[config.mk]
export PLATFORM = sky130hd
export DESIGN_NAME = uart_loopback_router
export DESIGN_NICKNAME = d
export VERILOG_FILES = /design/src/rtl/uart_lb_pkg.sv /design/src/rtl/lb_tx_drive.sv /design/src/rtl/lb_rx_route.sv /design/src/rtl/lb_cpu_gate.sv /design/src/rtl/uart_loopback_router.sv
export SDC_FILE = /design/constraint.sdc
export NUM_CORES = 1
export LEC_CHECK = 0
export ABC_CLOCK_PERIOD_IN_PS = 2000
export BUFFER_PORTS_ARGS = -buffer_cell sky130_fd_sc_hd__clkbuf_2
export CAP_MARGIN = 20
export CORE_AREA = 2 2 39 41
export DETAILED_ROUTE_END_ITERATION = 12
export DIE_AREA = 0 0 41 43
export PLACE_DENSITY = 0.47
export SYNTH_ARGS = -nofsm -noshare
export SYNTH_HDL_FRONTEND = slang
export SYNTH_SLANG_ARGS = --single-unit
[constraint.sdc]
create_clock -name clk -period 2 [get_ports clk]
set_clock_uncertainty 0.2 [all_clocks]
set_input_delay 0.1 -clock clk [delete_from_list [all_inputs] [get_ports clk]]
set_output_delay 0.1 -clock clk [all_outputs]
set_load 0.1 [all_outputs]
[src/rtl/uart_lb_pkg.sv]
// Shared types for the loop router: mode codes and the line idle level.
package uart_lb_pkg;
    typedef enum logic [1:0] {
        LB_NORMAL = 2'b00,
        LB_ECHO   = 2'b01,
        LB_LOCAL  = 2'b10,
        LB_REMOTE = 2'b11
    } lb_mode_e;

    localparam logic LINE_MARK = 1'b1;
endpackage

[src/rtl/lb_tx_drive.sv]
// Drives the outgoing line through one register.
// Assumes: rx_pin is already synchronous to clk; reset is synchronous, active low.
module lb_tx_drive
    import uart_lb_pkg::*;
(
    input  logic     clk,
    input  logic     rst_n,
    input  lb_mode_e mode,
    input  logic     tx_en,
    input  logic     rx_pin,
    input  logic     tx_shift_out,
    output logic     tx_pin
);
    logic line_d;
    logic line_q;

    // Pick the source of the next line level from the mode.
    always_comb begin
        unique case (mode)
            LB_ECHO, LB_REMOTE: line_d = rx_pin;
            LB_LOCAL:           line_d = LINE_MARK;
            default:            line_d = tx_en ? tx_shift_out : LINE_MARK;
        endcase
    end

    // Register the line so it is glitch-free; reset parks it at mark.
    always_ff @(posedge clk) begin
        if (!rst_n) line_q <= LINE_MARK;
        else        line_q <= line_d;
    end

    assign tx_pin = line_q;

    assert_reset_mark_R8: assert property (@(posedge clk) disable iff (!rst_n)
        $rose(rst_n) |-> tx_pin == LINE_MARK);
    assert_normal_follow_R1: assert property (@(posedge clk) disable iff (!rst_n)
        (mode == LB_NORMAL && tx_en) |=> tx_pin == $past(tx_shift_out));
    assert_disabled_mark_R2: assert property (@(posedge clk) disable iff (!rst_n)
        (mode == LB_NORMAL && !tx_en) |=> tx_pin == LINE_MARK);
    assert_echo_delay_R3: assert property (@(posedge clk) disable iff (!rst_n)
        (mode == LB_ECHO) |=> tx_pin == $past(rx_pin));
    assert_local_mark_R5: assert property (@(posedge clk) disable iff (!rst_n)
        (mode == LB_LOCAL) |=> tx_pin == LINE_MARK);
    assert_remote_delay_R7: assert property (@(posedge clk) disable iff (!rst_n)
        (mode == LB_REMOTE) |=> tx_pin == $past(rx_pin));
endmodule

[src/rtl/lb_rx_route.sv]
// Selects the bit that the receive shifter samples.
// Assumes: the receive shifter does its own oversampling; this is a plain mux.
module lb_rx_route
    import uart_lb_pkg::*;
(
    input  logic     clk,
    input  logic     rst_n,
    input  lb_mode_e mode,
    input  logic     rx_pin,
    input  logic     tx_shift_out,
    output logic     rx_shift_in
);
    // In local loopback the transmitter feeds the receiver; otherwise the pin does.
    always_comb begin
        rx_shift_in = (mode == LB_LOCAL) ? tx_shift_out : rx_pin;
    end

    assert_local_route_R5: assert property (@(posedge clk) disable iff (!rst_n)
        (mode == LB_LOCAL) |-> rx_shift_in == tx_shift_out);
    assert_pin_route_R7: assert property (@(posedge clk) disable iff (!rst_n)
        (mode != LB_LOCAL) |-> rx_shift_in == rx_pin);
endmodule

[src/rtl/lb_cpu_gate.sv]
// Grants or blocks the CPU links to the transmitter and the receiver.
// Assumes: requests are single-cycle strobes; grants are combinational.
module lb_cpu_gate
    import uart_lb_pkg::*;
(
    input  logic     clk,
    input  logic     rst_n,
    input  lb_mode_e mode,
    input  logic     wr_req,
    input  logic     rd_req,
    output logic     wr_gnt,
    output logic     rd_gnt
);
    logic wr_open;
    logic rd_open;

    // Decide which links the mode leaves open.
    always_comb begin
        wr_open = (mode == LB_NORMAL) || (mode == LB_LOCAL);
        rd_open = (mode != LB_REMOTE);
        wr_gnt  = wr_req && wr_open;
        rd_gnt  = rd_req && rd_open;
    end

    assert_echo_no_write_R4: assert property (@(posedge clk) disable iff (!rst_n)
        (mode == LB_ECHO) |-> !wr_gnt && (rd_gnt == rd_req));
    assert_remote_no_links_R7: assert property (@(posedge clk) disable iff (!rst_n)
        (mode == LB_REMOTE) |-> !wr_gnt && !rd_gnt);
    assert_local_links_R6: assert property (@(posedge clk) disable iff (!rst_n)
        (mode == LB_LOCAL) |-> (wr_gnt == wr_req) && (rd_gnt == rd_req));
endmodule

[src/rtl/uart_loopback_router.sv]
// Loop router for NUM_CH serial channels, one independent slice per channel.
// Assumes: all pins and strobes are synchronous to clk.
module uart_loopback_router
    import uart_lb_pkg::*;
#(
    parameter int NUM_CH = 2
) (
    input  logic                  clk,
    input  logic                  rst_n,
    input  logic [2*NUM_CH-1:0]   mode,
    input  logic [NUM_CH-1:0]     tx_en,
    input  logic [NUM_CH-1:0]     rx_pin,
    output logic [NUM_CH-1:0]     tx_pin,
    input  logic [NUM_CH-1:0]     tx_shift_out,
    output logic [NUM_CH-1:0]     rx_shift_in,
    input  logic [NUM_CH-1:0]     tx_wr_req,
    output logic [NUM_CH-1:0]     tx_wr_gnt,
    input  logic [NUM_CH-1:0]     rx_rd_req,
    output logic [NUM_CH-1:0]     rx_rd_gnt
);
    localparam int MODE_W = 2;

    for (genvar ch = 0; ch < NUM_CH; ch++) begin : g_ch
        lb_mode_e ch_mode;
        // Decode this channel's mode field.
        assign ch_mode = lb_mode_e'(mode[MODE_W*ch +: MODE_W]);

        lb_tx_drive u_tx (
            .clk          (clk),
            .rst_n        (rst_n),
            .mode         (ch_mode),
            .tx_en        (tx_en[ch]),
            .rx_pin       (rx_pin[ch]),
            .tx_shift_out (tx_shift_out[ch]),
            .tx_pin       (tx_pin[ch])
        );

        lb_rx_route u_rx (
            .clk          (clk),
            .rst_n        (rst_n),
            .mode         (ch_mode),
            .rx_pin       (rx_pin[ch]),
            .tx_shift_out (tx_shift_out[ch]),
            .rx_shift_in  (rx_shift_in[ch])
        );

        lb_cpu_gate u_gate (
            .clk    (clk),
            .rst_n  (rst_n),
            .mode   (ch_mode),
            .wr_req (tx_wr_req[ch]),
            .rd_req (rx_rd_req[ch]),
            .wr_gnt (tx_wr_gnt[ch]),
            .rd_gnt (rx_rd_gnt[ch])
        );
    end
endmodule

==> flow_summary.toml, run 1 <==
[timing]
finalHoldViolCount = 0
fin_crit_ps = 1656
tns_ps = 0
timing.hold.ws_ps = 467.3
maxSlewViolCount = 0
rsz0062_at_grt = "no"
min_period_over_period_pct = 82.80
slew-limit-headroom_pct = 64.07
fmax_mhz = 603.8
setup_viol_count_final = 0
worst_pin_slew_ps = 541.2

[critical_path]
path_class = "in -> out"
crit_family = "buffers and inverters"
cp_max_fo = 2
cp-end-kind = "primary output"
path_cells = "dlygate4sd3_1, clkbuf_2, mux2_4, clkbuf_2"
cp_slowest_cell = "dlygate4sd3_1"
cpMostUsedCell = "clkbuf_2"
startpoint_type = "input pin"
critPathArrivalTime_ps = 1360
cp.required_ps = 1700
crit_cells = 4
critPathBufInv = 3
slowest_delay_ps = 530

[clock_network]
cts_tree = "done"
path_clk_slew_ps = 30
postCtsSetupBuffers = 0
cts_sinks = 2
cts.path.max_buffers = 2
hold_buffers = 4
htree_num_levels = 1
cts_root_buf = "clkbuf_4"
cts_buffers = 3
cts.repair.resized = 0

[floorplanning]
die_h_um = 43
die-area_sq_mm = 0.001763
initial_core_util_pct = 16.46
core_sq_mm = 0.001384
die-width_um = 41
rows = 14
ioPinCount = 24

[final_layout]
layout_commonest_cell = "clkbuf_2"
nNetsFinal = 64
diodes = 0
largest_reg_flops = 2
drive_gt1_share_pct = 65.22
fill_cells = 161
final_cell_mix = "clkbuf_2 (23), dlygate4sd3_1 (4), clkbuf_4 (3)"
syn_to_final_growth_pct = 60.44

[power]
power_density_mw_per_mm2 = 701.7
p_seq_share_pct = 16.7
p_clk_share_pct = 35.0
p_int_w = 0.0001427
leakage_nw = 0.1957
netSwitchingPower_w = 0.0001137
pwr-share-comb_pct = 48.4
swShare_pct = 44.35
peakVddDrop_mv = 0.1301

[logic_synthesis]
syn_area_per_cell_sq_um = 9.488
ys_warn_count = 0
syn_nets = 40
syn_inst = 24
syn-cell-area_sq_um = 227.7
synth.ff_latch_count = 2
seq_area_frac_synth_pct = 17.58
ys_types = 10

[hold_path]
hold_path_class = "in -> reg"
hold_path_depth = 4

[detailed_routing]
dr.pass1.iters = 3
via_per_inst = 3.613
drt-initial-drc-count = 2
routedWlPerCell_um = 7.661
drc = 0
ant_nets = 0
wirelength_um = 475
vias = 224

[global_routing]
grt_pass1_vias = 191
gr-total-overflow = 0
grt_pass1_wl_um = 648
grt.total_usage_pct = 5.894
antenna_found_initial = 0
grt_max_degree = 6

[placed_design]
io_buffers = 23
globalplace.congestion = 0.5212

[run]
cap_violations = 0

[run_status]
outcome = "completed"
kinds of logic (layout without fill, tap and decap cells):
group                  Yosys count  in the layout  share of synthesized area (%)
flip-flops                       2              2                          17.58
AND/OR/NAND/NOR                  8              8                          31.87
multiplexers                     2              2                          13.19
AO/OA/AOI/OAI                    4              4                          10.98
buffers and inverters            8             30                          26.37
metrics by stage:
stage                     setup slack (ps)   power, W  utilization (%)  instance area [sq um]  cells
after detailed placement             689.7  0.0001623            21.88                  302.8     55
after floorplan                      970.3  0.0001482                -                  227.7     24
final                                343.9  0.0002564            26.40                  365.4     62
after global routing                 303.4  0.0002755            26.40                  365.4     62
after global placement               692.8  0.0001621            21.88                  302.8     55
after CTS                            340.4  0.0002619            26.40                  365.4     62
path summary, 6_finish.rpt:
path | start | to | slack (ps)
setup / recovery | rx_pin[0] | rx_shift_in[0] | 340
hold / removal | rx_pin[1] | g_ch[1].u_tx.tx_pin | 470
worst min-delay path, delay by kind of cell:
kind	cells	cell delay, ps
buffers and inverters	2	620
and+or+nand+nor	1	40
AOI/OAI and AO/OA	1	90
synthesized netlist by cell type (all sizes together):
library cell | instances | area (sq um)
nor2b | 2 | 12.51
buf | 8 | 60.06
nor4b | 2 | 17.52
a21boi | 2 | 15.01
dfxtp | 2 | 40.04
and2b | 2 | 15.01
mux2 | 2 | 30.03
o21ai | 2 | 10.00
nand2b | 2 | 27.53
final cells by class:
| type | instances | area, sq um | share of cell area, % |
|---|---|---|---|
| repair buffers | 27 | 155.1 | 42.47 |
| multi-input cells | 14 | 127.6 | 34.93 |
| flip-flops and latches | 2 | 40.04 | 10.96 |
| clock buffers | 3 | 22.52 | 6.164 |
| well taps | 16 | 20.02 | 5.479 |
layer usage:
metal,vias to the layer above,track usage (%),wire [um],part of all wire [%]
li1,121,-,-,-
met1,98,5.380,181,38
met2,5,8.438,273,57
met3,0,1.571,20,4.2
met4,0,8.000,0,0
met5,-,0,0,0
power groups by stage:
stage	Combinational (W)	Sequential [W]	Clock (W)
after CTS	0.000125	0.0000427	0.0000944
after global placement	0.000119	0.0000432	0
after floorplan	0.000105	0.0000432	0
final	0.000124	0.0000427	0.0000897
after global routing	0.000129	0.0000430	0.000103
after detailed placement	0.000119	0.0000432	0
No activity file was read; power rests on OpenSTA's default activity.
==> inputs of run 2 (changes only) <==
--- a/config.mk
+++ b/config.mk
@@ -5,7 +5,7 @@
 export SDC_FILE = /design/constraint.sdc
 export NUM_CORES = 1
 export LEC_CHECK = 0
-export ABC_CLOCK_PERIOD_IN_PS = 2000
+export ABC_CLOCK_PERIOD_IN_PS = 1700
 export BUFFER_PORTS_ARGS = -buffer_cell sky130_fd_sc_hd__clkbuf_2
 export CAP_MARGIN = 20
 export CORE_AREA = 2 2 39 41
==> constraint.sdc (replaced) <==
create_clock -name clk -period 1.7 [get_ports clk]
set_clock_uncertainty 0.2 [all_clocks]
set_input_delay 0.085 -clock clk [delete_from_list [all_inputs] [get_ports clk]]
set_output_delay 0.085 -clock clk [all_outputs]
set_load 0.1 [all_outputs]
==> run 2 against run 1 <==
Effect of this change: non-clock buffer count unchanged; cell area unchanged; via count increased by 4.0%; die area unchanged; worst setup slack got worse by 290 ps; global-route usage increased by 0.20 points; sequential cell count unchanged; critical path type unchanged; highest routed layer is now met4; largest power group unchanged.
==> flow_summary.toml, run 2 (synthesized netlist as in run 1, its figures left out) <==
[clock_network]
cts_tree = "done"
cts.repair.resized = 0
cts_root_buf = "clkbuf_4"
cts_buffers = 3
cts.path.max_buffers = 2
htree_num_levels = 1
path_clk_slew_ps = 30
cts_sinks = 2

[final_layout]
diodes = 0
drive_gt1_share_pct = 65.22
final_cell_mix = "clkbuf_2 (23), dlygate4sd3_1 (4), clkbuf_4 (3)"
fill_cells = 170
syn_to_final_growth_pct = 60.44
design_area_sq_um = 365.4
largest_reg_flops = 2
nNetsFinal = 64
layout_commonest_cell = "clkbuf_2"

[timing]
fmax_mhz = 609.1
setup_viol_count_final = 0
min_period_over_period_pct = 96.57
finalHoldViolCount = 0
rsz0062_at_grt = "no"
timing.hold.ws_ps = 472.1
maxSlewViolCount = 0
fin_crit_ps = 1642
slew-limit-headroom_pct = 64.08
tns_ps = 0
worst_pin_slew_ps = 541.1

[placed_design]
dpl-instance-area_sq_um = 302.8
globalplace.congestion = 0.5213
io_buffers = 23

[hold_path]
hold_start = "tx_shift_out[1]"
hold_path_class = "in -> reg"

[critical_path]
path_cells = "dlygate4sd3_1, clkbuf_2, mux2_4, clkbuf_2"
path_class = "in -> out"
cp.required_ps = 1410
critPathLaunch = "rx_pin[1]"
cp-end-kind = "primary output"
startpoint_type = "input pin"
crit_family = "buffers and inverters"
critPathArrivalTime_ps = 1360
slowest_delay_ps = 540
critPathBufInv = 3
cp_max_fo = 2
cp_slowest_cell = "dlygate4sd3_1"
cpMostUsedCell = "clkbuf_2"

[global_routing]
grt_max_degree = 6
grt_pass1_wl_um = 669
antenna_found_initial = 0
grt.total_usage_pct = 6.094
grt_pass1_vias = 195
gr-total-overflow = 0

[floorplanning]
die-width_um = 41
die_h_um = 43
ioPinCount = 24
rows = 14
core_sq_mm = 0.001384
die-area_sq_mm = 0.001763
initial_core_util_pct = 16.46

[power]
leakage_nw = 0.1957
peakVddDrop_mv = 0.1480
power_density_mw_per_mm2 = 824.1
power.total_w = 0.0003011

[detailed_routing]
wirelength_um = 487
ant_nets = 0
drc = 0
dr.pass1.iters = 2
routedWlPerCell_um = 7.855
drt-initial-drc-count = 2
vias = 233
via_per_inst = 3.758

[run_status]
outcome = "completed"

[run]
cap_violations = 0
[run 2: routing by layer]
metal	up-vias	GRT usage (%)	part of all wire, %
met1	105	4.430	32
met4	0	8.000	2.7
met2	7	10.00	59
met3	2	1.571	6.0
met5	-	0	0
li1	119	-	-
[run 2: what timing repair did]
item	in CTS	in global routing
hold buffers	4	0
hold endpoints to repair	2	0
setup buffers	0	0
[run 2: area by class of cell]
class / instances / area (sq um) / area share [%]
timing repair buffer: 27 / 155.1 / 42.47
multi-input combinational: 14 / 127.6 / 34.93
sequential: 2 / 40.04 / 10.96
clock buffer: 3 / 22.52 / 6.164
tap: 16 / 20.02 / 5.479
[run 2: final timing paths]
| check | cells after the start | slack, ps | endpoint |
|---|---|---|---|
| min | 4 | 470 | g_ch[1].u_tx.tx_pin |
| max | 4 | 60 | rx_shift_in[1] |
[run 2: report_power, final]
group	total [W]	internal, W	switching (W)
logic	0.000146	0.0000402	0.000106
clock network	0.000105	0.0000779	0.0000270
registers	0.0000502	0.0000497	0.000000505
total	0.000301	0.000168	0.000133
[run 2: stage by stage]
step / utilization [%] / setup slack [ps] / std cells
6_report: 26.40 / 58.34 / 62
5_1_grt: 26.40 / 31.69 / 62
4_1_cts: 26.40 / 71.44 / 62
3_5_place_dp: 21.88 / 419.7 / 55
3_3_place_gp: 21.88 / 422.8 / 55
2_1_floorplan: - / 700.3 / 24
==> inputs of run 3 (changes only) <==
--- a/config.mk
+++ b/config.mk
@@ -5,10 +5,10 @@
 export SDC_FILE = /design/constraint.sdc
 export NUM_CORES = 1
 export LEC_CHECK = 0
-export ABC_CLOCK_PERIOD_IN_PS = 1700
 export BUFFER_PORTS_ARGS = -buffer_cell sky130_fd_sc_hd__clkbuf_2
 export CAP_MARGIN = 20
 export CORE_AREA = 2 2 39 41
+export CTS_BUF_LIST = sky130_fd_sc_hd__clkbuf_8
 export DETAILED_ROUTE_END_ITERATION = 12
 export DIE_AREA = 0 0 41 43
 export PLACE_DENSITY = 0.47
==> run 3 against run 2 <==
Effect of this change: sequential cell count unchanged; largest cell class unchanged; clock power up 75%; critical path depth unchanged; maximum frequency about the same.
==> flow_summary.toml, run 3 (synthesized netlist as in run 1, its figures left out) <==
[run_status]
outcome = "completed"

[run]
cap_violations = 0

[floorplanning]
rows = 14
initial_core_util_pct = 16.46
ioPinCount = 24
die_h_um = 43
core_sq_mm = 0.001384
die-width_um = 41
die-area_sq_mm = 0.001763

[clock_network]
cts.repair.resized = 0
cts_sinks = 2
cts_buffers = 3
htree_num_levels = 1
cts_root_buf = "clkbuf_8"
path_clk_slew_ps = 30
postCtsSetupBuffers = 0
cts.path.max_buffers = 2
hold_buffers = 4
cts_tree = "done"

[power]
leakage_nw = 0.2035
swShare_pct = 37.06
power_density_mw_per_mm2 = 990.3
p_seq_share_pct = 13.2
p_int_w = 0.0002394
pwr-share-comb_pct = 38.5
peakVddDrop_mv = 0.1926
netSwitchingPower_w = 0.0001410
p_clk_share_pct = 48.3

[timing]
fmax_mhz = 608.9
fin_crit_ps = 1642
rsz0062_at_grt = "no"
maxSlewViolCount = 0
tns_ps = 0
setup_viol_count_final = 0
min_period_over_period_pct = 96.60
slew-limit-headroom_pct = 64.08
worst_pin_slew_ps = 541.1
timing.hold.ws_ps = 510.7
finalHoldViolCount = 0

[final_layout]
diodes = 0
drive_gt1_share_pct = 65.22
design_area_sq_um = 384.1
regArea_sq_um = 40.04
final_cells = 62
multiInputGateArea_sq_um = 127.6
layout_commonest_cell = "clkbuf_2"
largest_reg_flops = 2
nNetsFinal = 64
syn_to_final_growth_pct = 68.68
final_cell_mix = "clkbuf_2 (23), dlygate4sd3_1 (4), clkbuf_8 (3)"
fill_cells = 160

[critical_path]
critPathArrivalTime_ps = 1360
critPathBufInv = 3
cpMostUsedCell = "clkbuf_2"
cp_max_fo = 2
crit_family = "buffers and inverters"
path_class = "in -> out"
cp-end-kind = "primary output"
path_cells = "dlygate4sd3_1, clkbuf_2, mux2_4, clkbuf_2"
cp_slowest_cell = "dlygate4sd3_1"
cp.required_ps = 1410
slowest_delay_ps = 540
startpoint_type = "input pin"
critPathLaunch = "rx_pin[1]"

[hold_path]
hold_start = "tx_shift_out[1]"
hold_path_class = "in -> reg"

[detailed_routing]
drt-initial-drc-count = 5
routedWlPerCell_um = 8.274
wirelength_um = 513
vias = 233
ant_nets = 0
dr.pass1.iters = 3
via_per_inst = 3.758
drc = 0

[global_routing]
grt_max_degree = 6
grt.total_usage_pct = 6.194
antenna_found_initial = 0
grt_pass1_wl_um = 683
gr-total-overflow = 0
grt_pass1_vias = 204

[placed_design]
dp_cells = 55
dpl-instance-area_sq_um = 302.8
globalplace.congestion = 0.5213
io_buffers = 23
[run 3: per-stage QoR]
stage	worst slack [ps]	total power (W)	util, %
after detailed placement	419.7	0.0001910	21.88
after global routing	31.69	0.0003993	27.76
after floorplan	700.3	0.0001743	-
final	57.79	0.0003804	27.76
after global placement	422.8	0.0001907	21.88
after CTS	71.44	0.0003862	27.76
[run 3: power groups by stage]
stage	Sequential [W]	Combinational [W]	Clock, W
after floorplan	0.0000508	0.000124	0
after global placement	0.0000508	0.000140	0
after detailed placement	0.0000508	0.000140	0
after CTS	0.0000503	0.000147	0.000189
after global routing	0.0000508	0.000153	0.000196
final	0.0000503	0.000147	0.000184
[run 3: path summary, 6_finish.rpt]
check	end	slack [ps]	depth (start not counted)
setup / recovery	rx_shift_in[1]	60	4
hold / removal	g_ch[1].u_tx.tx_pin	510	4
[run 3: metal layers]
metal  vias to the layer above  GRT usage (%)  routed length [um]
li1                        120              -                   -
met1                       104          4.114                 160
met2                         7          10.63                 312
met3                         2          1.571                  29
met4                         0          8.000                  10
met5                         -              0                   0
[run 3: final cells by class]
type	count	area share, %
repair buffers	27	40.39
flip-flops and latches	2	10.42
clock buffers	3	10.75
well taps	16	5.212
multi-input cells	14	33.22
